==> config.mk <==
export PLATFORM = sky130hd
export DESIGN_NAME = link_train_seq
export DESIGN_NICKNAME = d
export VERILOG_FILES = /design/src/rtl/lt_pkg.sv /design/src/rtl/lt_drive_enc.sv /design/src/rtl/lt_cycle_timer.sv /design/src/rtl/link_train_seq.sv
export SDC_FILE = /design/constraint.sdc
export NUM_CORES = 1
export LEC_CHECK = 0
export BUFFER_PORTS_ARGS = -buffer_cell sky130_fd_sc_hd__buf_2
export CORE_MARGIN = 10
export CORE_UTILIZATION = 60
export CTS_CLUSTER_DIAMETER = 60
export DETAILED_ROUTE_END_ITERATION = 10
export PLACE_DENSITY = 0.95
export REMOVE_ABC_BUFFERS = 1
export SYNTH_ARGS = -nofsm -noshare
export SYNTH_HDL_FRONTEND = slang
export SYNTH_SLANG_ARGS = --single-unit
==> constraint.sdc <==
create_clock -name clk -period 3.7 [get_ports clk]
set_clock_uncertainty 0.15 [all_clocks]
set_input_delay 0 -clock clk [delete_from_list [all_inputs] [get_ports clk]]
set_output_delay 0 -clock clk [all_outputs]
set_load 0.1 [all_outputs]
==> src/rtl/lt_pkg.sv <==
package lt_pkg;

  typedef enum logic [3:0] {
    S_IDLE, S_INIT, S_PAT, S_DRV, S_WAIT, S_STAT, S_EVAL, S_CLR, S_CLRW, S_VIDEO
  } lt_state_e;

  typedef enum logic [1:0] {END_RETRY, END_PASS, END_FAIL} lt_end_e;

  typedef enum logic [1:0] {
    ERR_NONE = 2'd0, ERR_TRAIN = 2'd1, ERR_ACCESS = 2'd2, ERR_VIDEO = 2'd3
  } lt_err_e;

  typedef struct packed {
    logic [1:0] want_pe;
    logic [1:0] want_vs;
    logic       eq_ok;
    logic       cr_ok;
  } lt_status_t;

  localparam logic [15:0] ADDR_PATTERN = 16'h0102;
  localparam logic [15:0] ADDR_DRIVE0  = 16'h0103;
  localparam logic [15:0] ADDR_STATUS  = 16'h0202;

  localparam logic [7:0] PAT_CLK_OUT = 8'h20;
  localparam logic [7:0] PAT_ONE     = 8'h01;
  localparam logic [7:0] PAT_TWO     = 8'h02;
  localparam logic [7:0] PAT_THREE   = 8'h03;

  localparam logic [1:0] LVL_MAX = 2'd3;

endpackage

==> src/rtl/lt_drive_enc.sv <==
module lt_drive_enc (
  input  logic [1:0] vs,
  input  logic [1:0] pe,
  output logic [7:0] code
);
  // byte layout: [5] pe at max, [4:3] pe, [2] swing at max, [1:0] swing
  always_comb begin
    code = {2'b00, &pe, pe, &vs, vs};
  end
endmodule

==> src/rtl/lt_cycle_timer.sv <==
module lt_cycle_timer #(
  parameter int W = 20
) (
  input  logic         clk,
  input  logic         rst,
  input  logic         load,
  input  logic [W-1:0] count,
  output logic         expired
);
  logic [W-1:0] cnt_q;

  always_ff @(posedge clk) begin
    if (rst)               cnt_q <= '0;
    else if (load)         cnt_q <= count;
    else if (cnt_q != '0)  cnt_q <= cnt_q - 1'b1;
  end

  assign expired = (cnt_q == '0);
endmodule

==> src/rtl/link_train_seq.sv <==
module link_train_seq
  import lt_pkg::*;
#(
  parameter int CNT_W        = 20,
  parameter int VID_W        = 28,
  parameter int N_DRV        = 4,
  parameter int CR_STALL_MAX = 5,
  parameter int EQ_TRY_MAX   = 5,
  parameter int TRY_W        = 3
) (
  input  logic             clk,
  input  logic             rst,
  input  logic             start_i,
  input  logic             tps3_ok_i,
  input  logic [1:0]       rate_init_i,
  input  logic [CNT_W-1:0] cr_wait_i,
  input  logic [CNT_W-1:0] eq_wait_i,
  input  logic [VID_W-1:0] video_limit_i,
  input  logic             video_ready_i,
  output logic             req_o,
  output logic             req_wr_o,
  output logic [15:0]      req_addr_o,
  output logic [7:0]       req_wdata_o,
  input  logic             ack_i,
  input  logic             ack_err_i,
  input  logic [5:0]       ack_rdata_i,
  output logic             busy_o,
  output logic             done_o,
  output logic [1:0]       err_o,
  output logic [1:0]       rate_o,
  output logic             video_on_o
);

  localparam int IDX_W = (N_DRV > 1) ? $clog2(N_DRV) : 1;
  localparam logic [IDX_W-1:0] IDX_LAST  = IDX_W'(N_DRV - 1);
  localparam logic [TRY_W-1:0] CR_LAST   = TRY_W'(CR_STALL_MAX - 1);
  localparam logic [TRY_W-1:0] EQ_LIMIT  = TRY_W'(EQ_TRY_MAX);

  lt_state_e        state_q;
  lt_end_e          end_q;
  logic             phase_q;     // 0 clock recovery, 1 equalization
  logic [1:0]       vs_q, pe_q, old_vs_q;
  logic [TRY_W-1:0] tries_q;
  logic [IDX_W-1:0] drv_idx_q;
  logic [1:0]       rate_q;
  lt_status_t       stat_q;
  logic             req_q, req_wr_q, busy_q, done_q, vid_q;
  logic [15:0]      addr_q;
  logic [7:0]       wdata_q;
  logic [1:0]       err_q;

  logic [7:0]       drv_code;
  logic             acc_ok, acc_bad;
  logic             wt_load, wt_exp, vt_load, vt_exp;
  logic [CNT_W-1:0] wt_val;
  logic             ev_pass, ev_fail;
  logic [7:0]       pat_code;

  lt_drive_enc u_enc (.vs(vs_q), .pe(pe_q), .code(drv_code));

  lt_cycle_timer #(.W(CNT_W)) u_wait_tmr (
    .clk(clk), .rst(rst), .load(wt_load), .count(wt_val), .expired(wt_exp));

  lt_cycle_timer #(.W(VID_W)) u_vid_tmr (
    .clk(clk), .rst(rst), .load(vt_load), .count(video_limit_i), .expired(vt_exp));

  assign acc_ok  = req_q && ack_i && !ack_err_i;
  assign acc_bad = req_q && ack_i && ack_err_i;

  always_comb begin
    if (!phase_q)       pat_code = PAT_ONE | PAT_CLK_OUT;
    else if (tps3_ok_i) pat_code = PAT_THREE | PAT_CLK_OUT;
    else                pat_code = PAT_TWO | PAT_CLK_OUT;
  end

  always_comb begin
    wt_load = 1'b0;
    wt_val  = cr_wait_i;
    vt_load = 1'b0;
    if (state_q == S_DRV && acc_ok && drv_idx_q == IDX_LAST) begin
      wt_load = 1'b1;
      wt_val  = phase_q ? eq_wait_i : cr_wait_i;
    end
    if (state_q == S_CLR && acc_ok) begin
      wt_load = 1'b1;
      wt_val  = eq_wait_i;
    end
    if (state_q == S_CLRW && wt_exp && end_q == END_PASS) vt_load = 1'b1;
  end

  always_comb begin
    ev_pass = phase_q ? stat_q.eq_ok : stat_q.cr_ok;
    ev_fail = 1'b0;
    if (!ev_pass) begin
      if (!phase_q)
        ev_fail = (vs_q == LVL_MAX) || ((vs_q == old_vs_q) && (tries_q == CR_LAST));
      else
        ev_fail = (tries_q > EQ_LIMIT);
    end
  end

  always_ff @(posedge clk) begin
    if (rst) begin
      state_q   <= S_IDLE;
      end_q     <= END_RETRY;
      phase_q   <= 1'b0;
      vs_q      <= '0;
      pe_q      <= '0;
      old_vs_q  <= '0;
      tries_q   <= '0;
      drv_idx_q <= '0;
      rate_q    <= '0;
      stat_q    <= '0;
      req_q     <= 1'b0;
      req_wr_q  <= 1'b0;
      addr_q    <= '0;
      wdata_q   <= '0;
      busy_q    <= 1'b0;
      done_q    <= 1'b0;
      vid_q     <= 1'b0;
      err_q     <= ERR_NONE;
    end else begin
      done_q <= 1'b0;
      case (state_q)
        S_IDLE: begin
          if (start_i) begin
            rate_q  <= rate_init_i;
            busy_q  <= 1'b1;
            err_q   <= ERR_NONE;
            vid_q   <= 1'b0;
            state_q <= S_INIT;
          end
        end
        S_INIT: begin
          vs_q     <= '0;
          pe_q     <= '0;
          old_vs_q <= '0;
          tries_q  <= '0;
          phase_q  <= 1'b0;
          state_q  <= S_PAT;
        end
        S_PAT: begin
          if (!req_q) begin
            req_q    <= 1'b1;
            req_wr_q <= 1'b1;
            addr_q   <= ADDR_PATTERN;
            wdata_q  <= pat_code;
          end else if (acc_ok) begin
            req_q     <= 1'b0;
            drv_idx_q <= '0;
            state_q   <= S_DRV;
          end
        end
        S_DRV: begin
          if (!req_q) begin
            req_q    <= 1'b1;
            req_wr_q <= 1'b1;
            addr_q   <= ADDR_DRIVE0 + 16'(drv_idx_q);
            wdata_q  <= drv_code;
          end else if (acc_ok) begin
            req_q <= 1'b0;
            if (drv_idx_q == IDX_LAST) state_q <= S_WAIT;
            else drv_idx_q <= drv_idx_q + 1'b1;
          end
        end
        S_WAIT: begin
          if (wt_exp) state_q <= S_STAT;
        end
        S_STAT: begin
          if (!req_q) begin
            req_q    <= 1'b1;
            req_wr_q <= 1'b0;
            addr_q   <= ADDR_STATUS;
            wdata_q  <= '0;
          end else if (acc_ok) begin
            req_q   <= 1'b0;
            stat_q  <= lt_status_t'(ack_rdata_i);
            state_q <= S_EVAL;
          end
        end
        S_EVAL: begin
          if (ev_pass) begin
            if (!phase_q) begin
              phase_q <= 1'b1;
              tries_q <= '0;
              state_q <= S_PAT;
            end else begin
              end_q   <= END_PASS;
              state_q <= S_CLR;
            end
          end else if (ev_fail) begin
            if (rate_q != 2'd0) begin
              rate_q <= rate_q - 2'd1;
              end_q  <= END_RETRY;
            end else begin
              end_q  <= END_FAIL;
            end
            state_q <= S_CLR;
          end else begin
            vs_q      <= stat_q.want_vs;
            pe_q      <= stat_q.want_pe;
            drv_idx_q <= '0;
            state_q   <= S_DRV;
            if (phase_q || (vs_q == old_vs_q)) begin
              tries_q <= tries_q + 1'b1;
            end else begin
              tries_q  <= '0;
              old_vs_q <= vs_q;
            end
          end
        end
        S_CLR: begin
          if (!req_q) begin
            req_q    <= 1'b1;
            req_wr_q <= 1'b1;
            addr_q   <= ADDR_PATTERN;
            wdata_q  <= 8'h00;
          end else if (acc_ok) begin
            req_q   <= 1'b0;
            state_q <= S_CLRW;
          end
        end
        S_CLRW: begin
          if (wt_exp) begin
            case (end_q)
              END_RETRY: state_q <= S_INIT;
              END_PASS: begin
                vid_q   <= 1'b1;
                state_q <= S_VIDEO;
              end
              default: begin
                err_q   <= ERR_TRAIN;
                busy_q  <= 1'b0;
                done_q  <= 1'b1;
                state_q <= S_IDLE;
              end
            endcase
          end
        end
        S_VIDEO: begin
          if (video_ready_i) begin
            busy_q  <= 1'b0;
            done_q  <= 1'b1;
            state_q <= S_IDLE;
          end else if (vt_exp) begin
            vid_q   <= 1'b0;
            err_q   <= ERR_VIDEO;
            busy_q  <= 1'b0;
            done_q  <= 1'b1;
            state_q <= S_IDLE;
          end
        end
        default: state_q <= S_IDLE;
      endcase
      if (acc_bad) begin
        req_q   <= 1'b0;
        err_q   <= ERR_ACCESS;
        busy_q  <= 1'b0;
        done_q  <= 1'b1;
        state_q <= S_IDLE;
      end
    end
  end

  assign req_o       = req_q;
  assign req_wr_o    = req_wr_q;
  assign req_addr_o  = addr_q;
  assign req_wdata_o = wdata_q;
  assign busy_o      = busy_q;
  assign done_o      = done_q;
  assign err_o       = err_q;
  assign rate_o      = rate_q;
  assign video_on_o  = vid_q;

endmodule

==> reports/metrics.cfg, run 1 <==
[grt]
grt_pass1_wl_mm=29.4
antenna_found_initial=0
grt_pass1_vias=6041
grt-ovfl-total=0
groute.usage.overall_pct=27.0
grt_max_degree=56

[drt]
routed_wl_mm=19.0
wl_per_cell_um=20.3
drtPass1Iterations=11
drc=1
via_per_inst=6.50
drtIter0Drc=1062
vias=6084
ant_nets=0

[sta]
worstMarginPinSlew_ns=1.07
grt_setup_unrepaired=no
max_freq_mhz=287
setup_viol=0
finalCritPeriodShare_pct=94.1
maxSlewHeadroom_pct=28.5
fin_setup_tns_ns=0
finalHoldViolations=0
period_needed_ns=3.48
drv_slew=0

[critical_path]
worstPathMaxFanout=20
worstSetupEndpoint=u_wait_tmr.cnt_q[13]
cpLargestDelayFamily=buffers and inverters
cp.arrival_ns=3.61
worstSetupStartpoint=state_q[0]
reg2regPathDepth=6
r2r_slack_ns=0.22
cp-start-kind=register
cp_num_buf_inv=2
crit_path_cell_trace=nor2b_1 > a41oi_4 > buf_4 > mux2i_1 > dlygate4sd3_1 > a211oi_1
cp_slowest_cell=dfxtp_1
crit_cells=6
path_class=reg -> reg
end_kind=register
timing.rr.start=state_q[0]
slowest_delay_ns=0.72
cp.required_ns=3.83
r2r_end=u_wait_tmr.cnt_q[13]

[layout]
area_growth_pct=28.2
final_common_cell=buf_2
final_area_mm2=0.00697
most-common-layout-cells=buf_2, dfxtp_1, nor2_1
antenna-diode-count=0
finalNonFillerCells=936
drive_gt1_share_pct=20.2
fin_util_pct=79.5
multi_input_area_mm2=0.00334
fin_nets=915
regArea_mm2=0.00184
fillers=530

[placed_design]
place_area_mm2=0.00592
routabilityCongestion=0.922
port_buffers=102
dpl.cell_count=835
hpwlAfterDp_mm=10.7

[worst_hold_path]
hp-class=in -> reg

[clocking]
numCtsBuffers=9
clock-sinks=92
clockBufferDepth=2
cts_root_buffer=clkbuf_8
insertion_delay_ns=0.39
cts_tree=yes
htreeDepth=3
cts.clk_slew.worst_paths_ns=0.12

[yosys]
async_reset_ff_share_pct=0
syn_area_mm2=0.00543
ys_seq_area_share_pct=33.9
ys_types=70
synth-main-ff-cell=dfxtp_1
synth_seq_cells=92
synth-edff-count=0
ys_warn_count=0
synth_cells=658
syn_area_per_cell_um2=8.26

[pwr]
p_comb_share_pct=56.8
peakVddDrop_uv=394
p_per_area_mw_per_mm2=786
seqPwrFrac_pct=30.5
p_sw_uw=2780
sw_frac_of_total_pct=50.8
leakagePower_uw=0.00293
power_frac_clock_pct=12.7
p_int_uw=2690

[floorplan]
initial_core_util_pct=62.0
core_mm2=0.00876
ios=116
die_w_um=115
rows=34
die_y_um=115
dieArea_mm2=0.0133

[flow_run]
drv_cap=0

[outcome]
violations=design-rule violations
outcome=finished, violations left

[kinds of logic after synthesis]
group	after synthesis	synth area share (%)
simple gates	275	26.8
compound gates	149	20.1
flops	92	33.9
buf+inv	68	5.99
xor+xnor	35	5.64
mux	29	5.39
fa+ha+maj	9	2.07
other cells	1	0.0690
[power groups by stage]
stage | Combinational (uW) | Clock (uW) | Sequential, uW
after global placement | 2650 | 0 | 1600
final | 3110 | 697 | 1670
after global routing | 3330 | 732 | 1690
after CTS | 2870 | 664 | 1610
after detailed placement | 2760 | 0 | 1630
after floorplan | 1870 | 0 | 1930
[tightest hold or removal path: stages]
cell and delay, ns:
buf_2 0.09, nor2b_1 0.16, a211oi_1 0.08, a211oi_1 0.21
[cell usage after synthesis, drive strengths merged (3+ instances only)]
cell    instances  area share (%)
dfxtp          92              34
nor2           86             6.0
nand2          50             3.5
a21oi          40             3.7
a211oi         38             6.9
nor3           32             3.0
clkbuf         27             1.9
mux2i          27             5.0
buf            25             3.0
nand3          22             2.1
o21ai          20             1.8
xnor2          19             3.1
inv            16             1.1
nand2b         16             1.8
xor2           16             2.6
nor4           14             2.4
ha              9             2.1
or3             9             1.0
a22oi           8             1.1
a21o            6            0.83
nand4           6            0.97
nor2b           6            0.69
or4             6            0.90
o211ai          5            0.69
a311oi          4            0.64
nor4b           4            0.88
o31ai           4            0.55
o32ai           4            0.78
or2             4            0.46
a221oi          3            0.48
and3            3            0.35
and3b           3            0.48
nand3b          3            0.41
or3b            3            0.53
[state kept, by name, summed over array words and instances (netlist names), 2 cells and up]
name / cells
drv_idx_q: 2
state_q: 4
tries_q: 3
err_o: 2
rate_o: 2
vs_q: 2
old_vs_q: 2
stat_q: 6
end_q: 2
req_wdata_o: 6
pe_q: 2
u_vid_tmr.cnt_q: 28
u_wait_tmr.cnt_q: 20
req_addr_o: 5
[cell type report]
cell class                      count  area share (%)
Clock inverter                      7           0.898
Clock buffer                        9            1.78
Tap cell                          108            1.94
Multi-Input combinational cell    510            47.9
Inverter                           16           0.862
Timing Repair Buffer              194            20.2
Sequential cell                    92            26.4
[stage by stage]
step	power, uW	hold slack (ns)	setup WS (ns)
5_1_grt	5760	0.0673	0.202
4_1_cts	5140	0.00436	0.417
2_1_floorplan	3800	-0.0854	0.317
3_5_place_dp	4390	0.0872	0.826
3_3_place_gp	4250	0.0798	0.999
6_report	5480	0.0539	0.220
[per-layer routing]
| layer | wire, um | vias to the layer above | global-route usage (%) |
|---|---|---|---|
| li1 | - | 2669 | - |
| met1 | 6660 | 2747 | 29.7 |
| met2 | 9220 | 510 | 46.4 |
| met3 | 1880 | 158 | 6.82 |
| met4 | 1280 | 0 | 15.3 |
| met5 | 0 | - | 0 |
[what timing repair did]
item	CTS	global route
endpoints found under the hold margin	62	0
resized for setup	0	2
hold buffers	81	0
buffers inserted	0	4
setup endpoints to repair	0	7
[how the worst min path moves through the flow]
stage	slack (ns)	cells past startpoint	to	from
final	0.05	4	u_wait_tmr.cnt_q[18]	eq_wait_i[18]
after CTS	0.004	4	u_wait_tmr.cnt_q[18]	eq_wait_i[18]
after floorplan	-0.09	1	u_vid_tmr.cnt_q[11]	rst
after global placement	0.08	3	stat_q[4]	ack_rdata_i[4]
after global routing	0.07	4	u_wait_tmr.cnt_q[18]	eq_wait_i[18]
after detailed placement	0.09	3	stat_q[2]	ack_rdata_i[2]
Note: power is estimated with default switching activity, not from simulation.
==> run 2, diff against run 1 <==
--- a/config.mk
+++ b/config.mk
@@ -6,11 +6,12 @@
 export NUM_CORES = 1
 export LEC_CHECK = 0
 export BUFFER_PORTS_ARGS = -buffer_cell sky130_fd_sc_hd__buf_2
+export CORE_ASPECT_RATIO = 1.2
 export CORE_MARGIN = 10
-export CORE_UTILIZATION = 60
+export CORE_UTILIZATION = 37
 export CTS_CLUSTER_DIAMETER = 60
 export DETAILED_ROUTE_END_ITERATION = 10
-export PLACE_DENSITY = 0.95
+export PLACE_DENSITY = 0.66
 export REMOVE_ABC_BUFFERS = 1
 export SYNTH_ARGS = -nofsm -noshare
 export SYNTH_HDL_FRONTEND = slang
==> reports/metrics.cfg, run 2 (synthesis results as in run 1) <==
[floorplan]
dieArea_mm2=0.0200  ; +50%
initial_core_util_pct=37.7  ; -24 points
die_y_um=153  ; +33%
ios=116  ; unchanged
die_w_um=131  ; +13%
rows=48  ; +41%
core_mm2=0.0144  ; +64%

[layout]
largest_register=u_vid_tmr.cnt_q
finalNonFillerCells=1003  ; +7.2%
area_growth_pct=31.5
most-common-layout-cells=buf_2, dfxtp_1, nor2_1
fillers=1374  ; +160%
drive_gt1_share_pct=20.5  ; +0.36 points
largest_reg_flops=28  ; unchanged
fin_util_pct=49.5  ; -30 points
fin_nets=915  ; unchanged
largest_registers=u_vid_tmr.cnt_q (28), u_wait_tmr.cnt_q (20)
antenna-diode-count=0  ; unchanged
final_common_cell=buf_2

[sta]
setup_viol=0  ; unchanged
max_freq_mhz=323  ; +13%
postLayoutSetupSlackWorst_ns=0.607  ; +0.387 ns
worstMarginPinSlew_ns=1.07  ; +0.00106 ns
fin_setup_tns_ns=0  ; unchanged
grt_setup_unrepaired=no
maxSlewHeadroom_pct=28.4  ; -0.071 points
drv_slew=0  ; unchanged
finalHoldViolations=1  ; +1
finalCritPeriodShare_pct=83.6  ; -10 points
period_needed_ns=3.09  ; -0.387 ns
whs_ns=-0.00434  ; -0.0582 ns

[drt]
drtPass1Iterations=5  ; -6
vias=5230  ; -14%
ant_nets=0  ; unchanged
drc=0  ; -1
routed_wl_mm=15.7  ; -18%
drtIter0Drc=274  ; -74%
wl_per_cell_um=15.6  ; -23%
via_per_inst=5.21  ; -20%

[pwr]
peakVddDrop_uv=773  ; +96%
leakagePower_uw=0.00298  ; +1.8%
p_int_uw=2960  ; +9.8%
p_per_area_mw_per_mm2=760  ; -3.4%
sw_frac_of_total_pct=45.5  ; -5.3 points
p_sw_uw=2470  ; -11%
seqPwrFrac_pct=28.7  ; -1.8 points
power_frac_clock_pct=17.5  ; +4.8 points
p_comb_share_pct=53.8  ; -3.0 points

[grt]
grt_pass1_vias=5145  ; -15%
grt-ovfl-total=0  ; unchanged
grt_max_degree=68  ; +21%
grt_pass1_wl_mm=25.2  ; -14%
antenna_found_initial=0  ; unchanged
groute.usage.overall_pct=15.3  ; -12 points

[clocking]
cts.clk_slew.worst_paths_ns=0.07  ; -0.05 ns
insertion_delay_ns=0.35  ; -0.04 ns
cts_root_buffer=clkbuf_16
cts_tree=yes
clock-sinks=92  ; unchanged
numCtsBuffers=9  ; unchanged
cts_setup_buffers=0  ; unchanged
htreeDepth=3  ; unchanged
clockBufferDepth=2  ; unchanged

[outcome]
outcome=finished, violations left
violations=negative hold slack

[flow_run]
drv_cap=0  ; unchanged

[placed_design]
routabilityCongestion=0.832  ; -9.7%
dpl.cell_count=908  ; +8.7%
dpl_worst_slack_ns=0.860  ; +0.0344 ns
hpwlAfterDp_mm=10.7  ; about the same
port_buffers=102  ; unchanged

[critical_path]
cp-start-kind=register
cp.required_ns=3.81  ; -0.02 ns
worstPathMaxFanout=19  ; -5.0%
end_kind=register
path_class=reg -> reg
cp.arrival_ns=3.21  ; -0.40 ns

[worst_hold_path]
hp-class=in -> reg

run 2: cell count changes in the layout (fill, tap and decap cells not counted), moves of 2 or more:
| cell | delta |
|---|---|
| inv_6 | -4 |
| buf_4 | +3 |
| clkbuf_8 | -8 |
| clkinv_2 | +3 |
| dlygate4sd3_1 | -2 |
| clkbuf_16 | +9 |
run 2: path summary, 6_finish.rpt:
path | startpoint | to | slack [ns] | cells after the start
max reg2reg | state_q[3] | u_wait_tmr.cnt_q[18] | 0.61 | 8
min reg2reg | req_wdata_o[3] | req_wdata_o[3] | 0.30 | 2
min | tps3_ok_i | req_wdata_o[0] | -0.004 | 5
max | state_q[3] | u_wait_tmr.cnt_q[18] | 0.61 | 8
run 2: metal layers:
layer | up-vias | routed length [um] | global-route usage [%]
met4 | 0 | 332 | 5.94
met2 | 91 | 7890 | 25.9
li1 | 2670 | - | -
met1 | 2446 | 6840 | 18.4
met3 | 23 | 606 | 3.03
met5 | - | 0 | 0
run 2: worst max-delay path, stage by stage (launching register included):
cell and delay [ns]:
dfxtp_1 0.30, buf_4 0.18, nor2b_1 0.38, a41oi_2 0.62, buf_4 0.39, nor2b_1 0.13
a211oi_1 0.06, dlygate4sd3_1 0.59, a211oi_1 0.20
run 2: area by class of cell:
class	count	area, um2	share of cell area, %
well taps	175	219	3.07
clock inverters	6	61.3	0.858
inverters	16	60.1	0.841
clock buffers	10	239	3.35
repair buffers	194	1400	19.6
multi-input cells	510	3320	46.5
flip-flops and latches	92	1840	25.8
run 2: what timing repair did:
item,4_1_cts,5_1_grt
hold endpoints to repair,61,0
resized for setup,0,0
hold buffers,79,0
run 2: through the flow:
stage | hold WS [ns] | instance area (um2) | total power [uW]
global route | 0.0459 | 7140 | 5780
detailed placement | 0.0872 | 6050 | 4390
floorplan | -0.0854 | 5210 | 3800
global placement | 0.0817 | 6050 | 4370
CTS | 0.000310 | 7140 | 5430
finish | -0.00434 | 7140 | 5420
run 2: power by group through the flow:
stage	Clock (uW)	Combinational [uW]	Sequential, uW
2_1_floorplan	0	1870	1930
3_3_place_gp	0	2810	1570
3_5_place_dp	0	2830	1570
4_1_cts	961	2920	1550
5_1_grt	1000	3190	1590
6_report	948	2920	1560
